<file path="src/rtl/swfc_pkg.sv">
package swfc_pkg;

   localparam int NUM_CHARS = 4;
   localparam int SEL_W     = $clog2(NUM_CHARS);

   // index of each programmable control character
   typedef enum logic [SEL_W-1:0] {
      CH_ON_A  = 2'd0,
      CH_ON_B  = 2'd1,
      CH_OFF_A = 2'd2,
      CH_OFF_B = 2'd3
   } char_id_e;

   // encoding of one half of the mode word
   typedef enum logic [1:0] {
      SIDE_OFF  = 2'b00,
      SIDE_B    = 2'b01,
      SIDE_A    = 2'b10,
      SIDE_BOTH = 2'b11
   } side_mode_e;

   typedef enum logic [1:0] {
      INS_NONE = 2'd0,
      INS_ON   = 2'd1,
      INS_OFF  = 2'd2
   } ins_kind_e;

endpackage

</file>
<file path="src/rtl/swfc_char_bank.sv">
module swfc_char_bank
   import swfc_pkg::*;
#(
   parameter int CHAR_W = 8,
   parameter logic [CHAR_W-1:0] RESET_VAL = '0
) (
   input  logic                            clk,
   input  logic                            rst_n,
   input  logic                            wr_en,
   input  logic [SEL_W-1:0]                wr_sel,
   input  logic [CHAR_W-1:0]               wr_data,
   output logic [NUM_CHARS-1:0][CHAR_W-1:0] chars
);

   generate
      for (genvar i = 0; i < NUM_CHARS; i++) begin : g_reg
         always_ff @(posedge clk or negedge rst_n) begin
            if (!rst_n)
               chars[i] <= RESET_VAL;
            else if (wr_en && (wr_sel == SEL_W'(i)))
               chars[i] <= wr_data;
         end
      end
   endgenerate

endmodule

</file>
<file path="src/rtl/swfc_rx_matcher.sv">
module swfc_rx_matcher
   import swfc_pkg::*;
#(
   parameter int CHAR_W = 8,
   parameter bit SEQ_EN = 1'b1
) (
   input  logic                            clk,
   input  logic                            rst_n,
   input  logic [1:0]                      rx_mode,
   input  logic [1:0]                      tx_mode,
   input  logic [NUM_CHARS-1:0][CHAR_W-1:0] chars,
   input  logic                            rx_valid,
   input  logic [CHAR_W-1:0]               rx_byte,
   output logic                            fifo_wr,
   output logic [CHAR_W-1:0]               fifo_data,
   output logic                            paused
);

   logic              rx_en, seq_mode;
   logic              on_a, on_b, off_a, off_b, hit_on, hit_off;
   logic              hold_q, hold_n, hkind_q, hkind_n;
   logic [CHAR_W-1:0] hbyte_q, hbyte_n;
   logic              flush_q, flush_n;
   logic [CHAR_W-1:0] fbyte_q, fbyte_n;
   logic              pause_q, pause_n;
   logic              wr_n;
   logic [CHAR_W-1:0] data_n;

   assign rx_en = (rx_mode != SIDE_OFF);

   generate
      if (SEQ_EN) begin : g_seq
         assign seq_mode = (rx_mode == SIDE_BOTH) &&
                           ((tx_mode == SIDE_OFF) || (tx_mode == SIDE_BOTH));
      end else begin : g_noseq
         assign seq_mode = 1'b0;
      end
   endgenerate

   assign on_a  = (rx_byte == chars[CH_ON_A]);
   assign on_b  = (rx_byte == chars[CH_ON_B]);
   assign off_a = (rx_byte == chars[CH_OFF_A]);
   assign off_b = (rx_byte == chars[CH_OFF_B]);

   // single-byte compare sets
   always_comb begin
      unique case (rx_mode)
         SIDE_A:  begin hit_on = on_a;        hit_off = off_a;         end
         SIDE_B:  begin hit_on = on_b;        hit_off = off_b;         end
         SIDE_BOTH: begin hit_on = on_a | on_b; hit_off = off_a | off_b; end
         default: begin hit_on = 1'b0;        hit_off = 1'b0;          end
      endcase
   end

   always_comb begin
      wr_n    = 1'b0;
      data_n  = fifo_data;
      hold_n  = hold_q;
      hkind_n = hkind_q;
      hbyte_n = hbyte_q;
      flush_n = 1'b0;
      fbyte_n = fbyte_q;
      pause_n = pause_q;

      // second half of a broken pair
      if (flush_q) begin
         wr_n   = 1'b1;
         data_n = fbyte_q;
      end
      // mode left the two-byte compare while a first byte waited
      if (hold_q && !seq_mode) begin
         wr_n   = 1'b1;
         data_n = hbyte_q;
         hold_n = 1'b0;
      end

      if (rx_valid) begin
         if (!rx_en) begin
            wr_n   = 1'b1;
            data_n = rx_byte;
         end else if (seq_mode) begin
            if (hold_q) begin
               hold_n = 1'b0;
               if (hkind_q && off_b)
                  pause_n = 1'b1;
               else if (!hkind_q && on_b)
                  pause_n = 1'b0;
               else begin
                  wr_n    = 1'b1;
                  data_n  = hbyte_q;
                  flush_n = 1'b1;
                  fbyte_n = rx_byte;
               end
            end else if (off_a) begin
               hold_n  = 1'b1;
               hkind_n = 1'b1;
               hbyte_n = rx_byte;
            end else if (on_a) begin
               hold_n  = 1'b1;
               hkind_n = 1'b0;
               hbyte_n = rx_byte;
            end else begin
               wr_n   = 1'b1;
               data_n = rx_byte;
            end
         end else begin
            if (hit_off)
               pause_n = 1'b1;
            else if (hit_on)
               pause_n = 1'b0;
            else begin
               wr_n   = 1'b1;
               data_n = rx_byte;
            end
         end
      end

      if (!rx_en)
         pause_n = 1'b0;
   end

   always_ff @(posedge clk or negedge rst_n) begin
      if (!rst_n) begin
         hold_q    <= 1'b0;
         hkind_q   <= 1'b0;
         hbyte_q   <= '0;
         flush_q   <= 1'b0;
         fbyte_q   <= '0;
         pause_q   <= 1'b0;
         fifo_wr   <= 1'b0;
         fifo_data <= '0;
      end else begin
         hold_q    <= hold_n;
         hkind_q   <= hkind_n;
         hbyte_q   <= hbyte_n;
         flush_q   <= flush_n;
         fbyte_q   <= fbyte_n;
         pause_q   <= pause_n;
         fifo_wr   <= wr_n;
         fifo_data <= data_n;
      end
   end

   // receive half off masks the stored pause in the same cycle
   assign paused = pause_q & rx_en;

endmodule

</file>
<file path="src/rtl/swfc_tx_inserter.sv">
module swfc_tx_inserter
   import swfc_pkg::*;
#(
   parameter int CHAR_W = 8
) (
   input  logic                            clk,
   input  logic                            rst_n,
   input  logic [1:0]                      tx_mode,
   input  logic [NUM_CHARS-1:0][CHAR_W-1:0] chars,
   input  logic                            stop_req,
   input  logic                            go_req,
   input  logic                            ctrl_taken,
   output logic                            ctrl_valid,
   output logic [CHAR_W-1:0]               ctrl_byte
);

   ins_kind_e kind_q, kind_n;
   logic      idx_q, idx_n;
   logic      pair, use_b;

   assign pair = (tx_mode == SIDE_BOTH);

   always_comb begin
      kind_n = kind_q;
      idx_n  = idx_q;
      if (tx_mode == SIDE_OFF) begin
         kind_n = INS_NONE;
         idx_n  = 1'b0;
      end else if (stop_req && (kind_q != INS_OFF)) begin
         kind_n = INS_OFF;
         idx_n  = 1'b0;
      end else if (go_req && !stop_req && (kind_q != INS_ON)) begin
         kind_n = INS_ON;
         idx_n  = 1'b0;
      end else if (ctrl_taken && (kind_q != INS_NONE)) begin
         if (pair && !idx_q)
            idx_n = 1'b1;
         else begin
            kind_n = INS_NONE;
            idx_n  = 1'b0;
         end
      end
   end

   always_ff @(posedge clk or negedge rst_n) begin
      if (!rst_n) begin
         kind_q <= INS_NONE;
         idx_q  <= 1'b0;
      end else begin
         kind_q <= kind_n;
         idx_q  <= idx_n;
      end
   end

   assign use_b      = (tx_mode == SIDE_B) || (pair && idx_q);
   assign ctrl_valid = (kind_q != INS_NONE);

   always_comb begin
      if (kind_q == INS_OFF)
         ctrl_byte = use_b ? chars[CH_OFF_B] : chars[CH_OFF_A];
      else
         ctrl_byte = use_b ? chars[CH_ON_B] : chars[CH_ON_A];
   end

endmodule

</file>
<file path="src/rtl/inband_flow_ctrl.sv">
module inband_flow_ctrl
   import swfc_pkg::*;
#(
   parameter int CHAR_W = 8,
   parameter logic [CHAR_W-1:0] CHAR_RESET = '0,
   parameter bit SEQ_EN = 1'b1
) (
   input  logic              clk,
   input  logic              rst_n,
   input  logic [3:0]        mode_sel,
   input  logic              char_wr_en,
   input  logic [1:0]        char_wr_sel,
   input  logic [CHAR_W-1:0] char_wr_data,
   input  logic              rx_valid,
   input  logic [CHAR_W-1:0] rx_byte,
   output logic              fifo_wr,
   output logic [CHAR_W-1:0] fifo_data,
   output logic              tx_paused,
   input  logic              stop_req,
   input  logic              go_req,
   input  logic              ctrl_taken,
   output logic              ctrl_valid,
   output logic [CHAR_W-1:0] ctrl_byte,
   output logic              tx_data_ok
);

   generate
      if (CHAR_W < 5 || CHAR_W > 9) begin : g_bad_width
         $error("inband_flow_ctrl: CHAR_W must lie in 5..9");
      end
      if (SEL_W != 2) begin : g_bad_sel
         $error("inband_flow_ctrl: select width must be 2");
      end
   endgenerate

   logic [NUM_CHARS-1:0][CHAR_W-1:0] chars;
   logic [1:0] tx_mode, rx_mode;

   assign tx_mode = mode_sel[3:2];
   assign rx_mode = mode_sel[1:0];

   swfc_char_bank #(.CHAR_W(CHAR_W), .RESET_VAL(CHAR_RESET)) u_bank (
      .clk     (clk),
      .rst_n   (rst_n),
      .wr_en   (char_wr_en),
      .wr_sel  (char_wr_sel),
      .wr_data (char_wr_data),
      .chars   (chars)
   );

   swfc_rx_matcher #(.CHAR_W(CHAR_W), .SEQ_EN(SEQ_EN)) u_rx (
      .clk       (clk),
      .rst_n     (rst_n),
      .rx_mode   (rx_mode),
      .tx_mode   (tx_mode),
      .chars     (chars),
      .rx_valid  (rx_valid),
      .rx_byte   (rx_byte),
      .fifo_wr   (fifo_wr),
      .fifo_data (fifo_data),
      .paused    (tx_paused)
   );

   swfc_tx_inserter #(.CHAR_W(CHAR_W)) u_tx (
      .clk        (clk),
      .rst_n      (rst_n),
      .tx_mode    (tx_mode),
      .chars      (chars),
      .stop_req   (stop_req),
      .go_req     (go_req),
      .ctrl_taken (ctrl_taken),
      .ctrl_valid (ctrl_valid),
      .ctrl_byte  (ctrl_byte)
   );

   assign tx_data_ok = !ctrl_valid && !tx_paused;

endmodule

</file>
<file path="config.mk">
export PLATFORM = sky130hd
export DESIGN_NAME = inband_flow_ctrl
export DESIGN_NICKNAME = d
export VERILOG_FILES = /design/src/rtl/swfc_pkg.sv /design/src/rtl/swfc_char_bank.sv /design/src/rtl/swfc_rx_matcher.sv /design/src/rtl/swfc_tx_inserter.sv /design/src/rtl/inband_flow_ctrl.sv
export SDC_FILE = /design/constraint.sdc
export NUM_CORES = 1
export LEC_CHECK = 0
export ABC_AREA = 1
export BUFFER_PORTS_ARGS = -buffer_cell sky130_fd_sc_hd__buf_2
export CAP_MARGIN = 30
export CORE_MARGIN = 2
export CORE_UTILIZATION = 45
export DETAILED_ROUTE_END_ITERATION = 6
export GPL_ROUTABILITY_DRIVEN = 0
export PLACE_DENSITY = 0.69
export SYNTH_ARGS = -nofsm -noshare
export SYNTH_HDL_FRONTEND = slang
export SYNTH_SLANG_ARGS = --single-unit
</file>
<file path="constraint.sdc">
create_clock -name clk -period 2.15 [get_ports clk]
set_input_delay 0.43 -clock clk [delete_from_list [all_inputs] [get_ports clk]]
set_output_delay 0.43 -clock clk [all_outputs]
set_load 0.02 [all_outputs]
</file>
==> flow_metrics.py <==
metrics = {
    "outcome": {
        "run_status": "finished clean",
    },
    "drt": {
        "drt_drc_violations_left": 0,
        "drtIter0Drc": 175,
        "vias": 3786,
        "post_drt_via_cell_ratio": 5.25,
        "routed_wire_length_per_instance_um": 14.0,
        "detail-route-antenna-nets": 0,
        "totalWireLength_mm": 10.1,
        "drt_pass1_iterations": 4,
    },
    "setup_path": {
        "reg2reg_depth": 10,
        "criticalPathCategory": "register to primary output",
        "regToRegStartpoint": "u_bank.chars[17]$_DFFE_PN0P_",
        "crit_fanout": 20,
        "cp_cell_sequence": "nand2_1 > inv_1 > nor2_4 > inv_4 > o21ai_0 > a21oi_1 > nor2_1 > buf_2",
        "worst_r2r_endpoint": "u_rx.fifo_data[6]$_DFF_PN0_",
        "cp_arrival_ps": 1630,
        "critPathCaptureType": "primary output",
        "timing.critical_path.from_type": "register",
        "cpPeakStageDelay_ps": 400,
        "crit_path_top_delay_cell": "dfrtp_1",
        "cp.required_ps": 1720,
        "timing.reg2reg.setup_slack_ps": 360,
    },
    "sta": {
        "slew_headroom_pct": 61.3,
        "final.period_utilization_pct": 95.8,
        "post-route-min-period_ps": 2060,
        "timing.final.max_slew_violations": 0,
        "unrepaired_setup_endpoints_after_global_routing": "no",
        "layout_setup_ws_ps": 89.6,
        "setup_viol_count_final": 0,
        "maximum_clock_frequency_ghz": 0.485,
        "tightestPinTransition_ps": 580,
        "setup_total_negative_slack_ps": 0,
        "count_of_final_hold_check_violations": 0,
        "fin_worst_skew_ps": 8.96,
    },
    "clock_tree": {
        "post_cts.repair.setup_buffers": 0,
        "cts_max_path_buffers": 2,
        "clk_root_buffer_cell": "clkbuf_8",
        "insertion_delay_ps": 340,
        "h-tree-depth": 3,
        "tritoncts": "done",
        "cts.sink_count": 64,
        "clk_transition_reported_paths_ps": 70,
        "cts_inserted_buffers": 9,
    },
    "pwr": {
        "post_layout_power_uw": 3630,
        "static-leakage-power_uw": 0.00240,
        "ratio_of_total_power_to_cell_area_mw_per_mm2": 748,
        "worst_ir_drop_vdd_mv": 0.381,
    },
    "logic_synthesis": {
        "postSynthAreaPerCell_um2": 7.56,
        "synth.lib_cells_used.distinct": 35,
        "synth_cells": 547,
        "synth_top_area_cell": "dfrtp_1",
        "synthDominantCellAreaShare_pct": 38.7,
        "synth_area_leaders": "dfrtp_1 (39%), nand2_1 (15%), o21ai_0 (6.9%), nand3_1 (5.2%), o21ai_2 (4.9%)",
        "ys_seq_area_share_pct": 38.7,
        "synth.yosys.warnings": 0,
        "ys_ff_latch": 64,
        "synth-async-reset-ratio_pct": 100,
        "syn_nets": 579,
        "ys.flop_type": "dfrtp_1",
        "synth_area_mm2": 0.00413,
        "synth_edf_count": 0,
    },
    "place": {
        "dp_worst_setup_slack_ps": -88.2,
        "port_buffers": 48,
        "place.detailed.instances": 705,
        "detailed_place_hpwl_mm": 7.46,
    },
    "grt": {
        "first_global_vias": 3651,
        "overall_fraction_of_global_route_tracks_in_use_pct": 21.3,
        "grt_first_pass_wirelength_mm": 17.0,
        "grt_antenna_before_repair": 0,
        "grt_start_max_net_pins": 65,
        "grt_overflow": 0,
    },
    "die": {
        "die_x_um": 99.8,
        "ios": 49,
        "floorplan.rows": 34,
        "die_area_mm2": 0.00997,
        "initial_core_utilization_pct": 46.9,
        "fp.dieH_um": 99.8,
        "core_area_mm2": 0.00881,
    },
    "cells_and_area": {
        "post_route_insts_no_fill": 721,
        "layout.cells.most_common": "nand2_1",
        "post_route_cells_drive_above_1_share_pct": 25.1,
        "n_antenna_cell": 0,
        "finish.net_count": 640,
        "layout-area-overhead-vs-synth_pct": 17.2,
        "layout_common_cells": "nand2_1 (161), dfrtp_1 (64), o21ai_0 (54), inv_1 (51), buf_2 (47)",
    },
    "job": {
        "cap_viol_max_count": 0,
    },
    "min_path": {
        "min-delay-path-class": "primary input to asynchronous set/reset pin",
    },
}
## logic make-up after synthesis
family	share of synthesized area (%)
buf+inv	8.99
flops	38.7
xor+xnor	4.24
compound gates	15.4
simple gates	30.3
fa+ha+maj	0.908
mux	1.45
## per-layer routing
| metal | GRT usage, % | wire [um] |
|---|---|---|
| met1 | 27.1 | 4330 |
| met2 | 35.6 | 4990 |
| met3 | 4.60 | 603 |
| met4 | 8.22 | 185 |
| met5 | 0 | 0 |
## power by group
part           internal, uW  switching, uW  total [uW]
combinational           327            531         858
clock                   832            475        1310
sequential             1330            128        1460
total                  2490           1130        3630
## worst max-delay path by stage
| stage | start | to | slack, ps |
|---|---|---|---|
| floorplan | mode_sel[2] | ctrl_byte[0] | 120 |
| global placement | mode_sel[2] | ctrl_byte[3] | -30 |
| detailed placement | mode_sel[2] | ctrl_byte[3] | -90 |
| CTS | u_tx.idx_q$_DFFE_PN0P_ | ctrl_byte[6] | 1 |
| global route | u_tx.idx_q$_DFFE_PN0P_ | ctrl_byte[3] | 9 |
| finish | u_tx.idx_q$_DFFE_PN0P_ | ctrl_byte[3] | 90 |
## critical path: cells and delay by family (launching register included)
kind            cells  cell delay [ps]
buf+inv             3              330
compound gates      2              270
simple gates        3              300
flops               1              400
## flip-flops by register name, summed over array words and instances, names as in the netlist
| register | flops |
|---|---|
| u_rx.hkind_q | 1 |
| u_rx.fbyte_q | 8 |
| u_rx.flush_q | 1 |
| u_rx.pause_q | 1 |
| u_rx.hold_q | 1 |
| u_tx.idx_q | 1 |
| u_rx.fifo_wr | 1 |
| u_rx.fifo_data | 8 |
| u_bank.chars | 32 |
| u_rx.hbyte_q | 8 |
| u_tx.kind_q | 2 |
## synthesized netlist by cell type (5+ instances only)
master and instances:
o22ai_1 9, nor2_4 7, nand2_2 7, nor2_1 28, or2_2 6, inv_2 9, o21ai_2 23, dfrtp_1 64
o21ai_0 57, mux2i_1 6, o21ai_1 6, xnor2_1 20, buf_6 5, clkbuf_1 8, inv_1 53, nand3_1 43
nand2_1 161, a21oi_1 8
## area by class of cell
cell class	count	area [um2]
fill	817	3960
multi-input combinational	400	2170
sequential	64	1600
timing repair buffer	68	434
inverter	65	251
clock buffer	11	151
tap	108	135
clock inverter	5	103
## timing repair
item / 4_1_cts / 5_1_grt
hold buffers: 0 / 0
endpoints found under the setup margin: 7 / 8
gates resized for setup: 1 / 9
endpoints found under the hold margin: 0 / 0
## metrics by stage
step | hold slack (ps) | util (%) | cell area (um2)
2_1_floorplan | 134 | - | 4130
3_3_place_gp | 466 | 51.9 | 4570
3_5_place_dp | 469 | 51.9 | 4570
4_1_cts | 99.1 | 54.8 | 4830
5_1_grt | 116 | 55.0 | 4840
6_report | 73.5 | 55.0 | 4840
No activity file was read; power rests on OpenSTA's default activity.
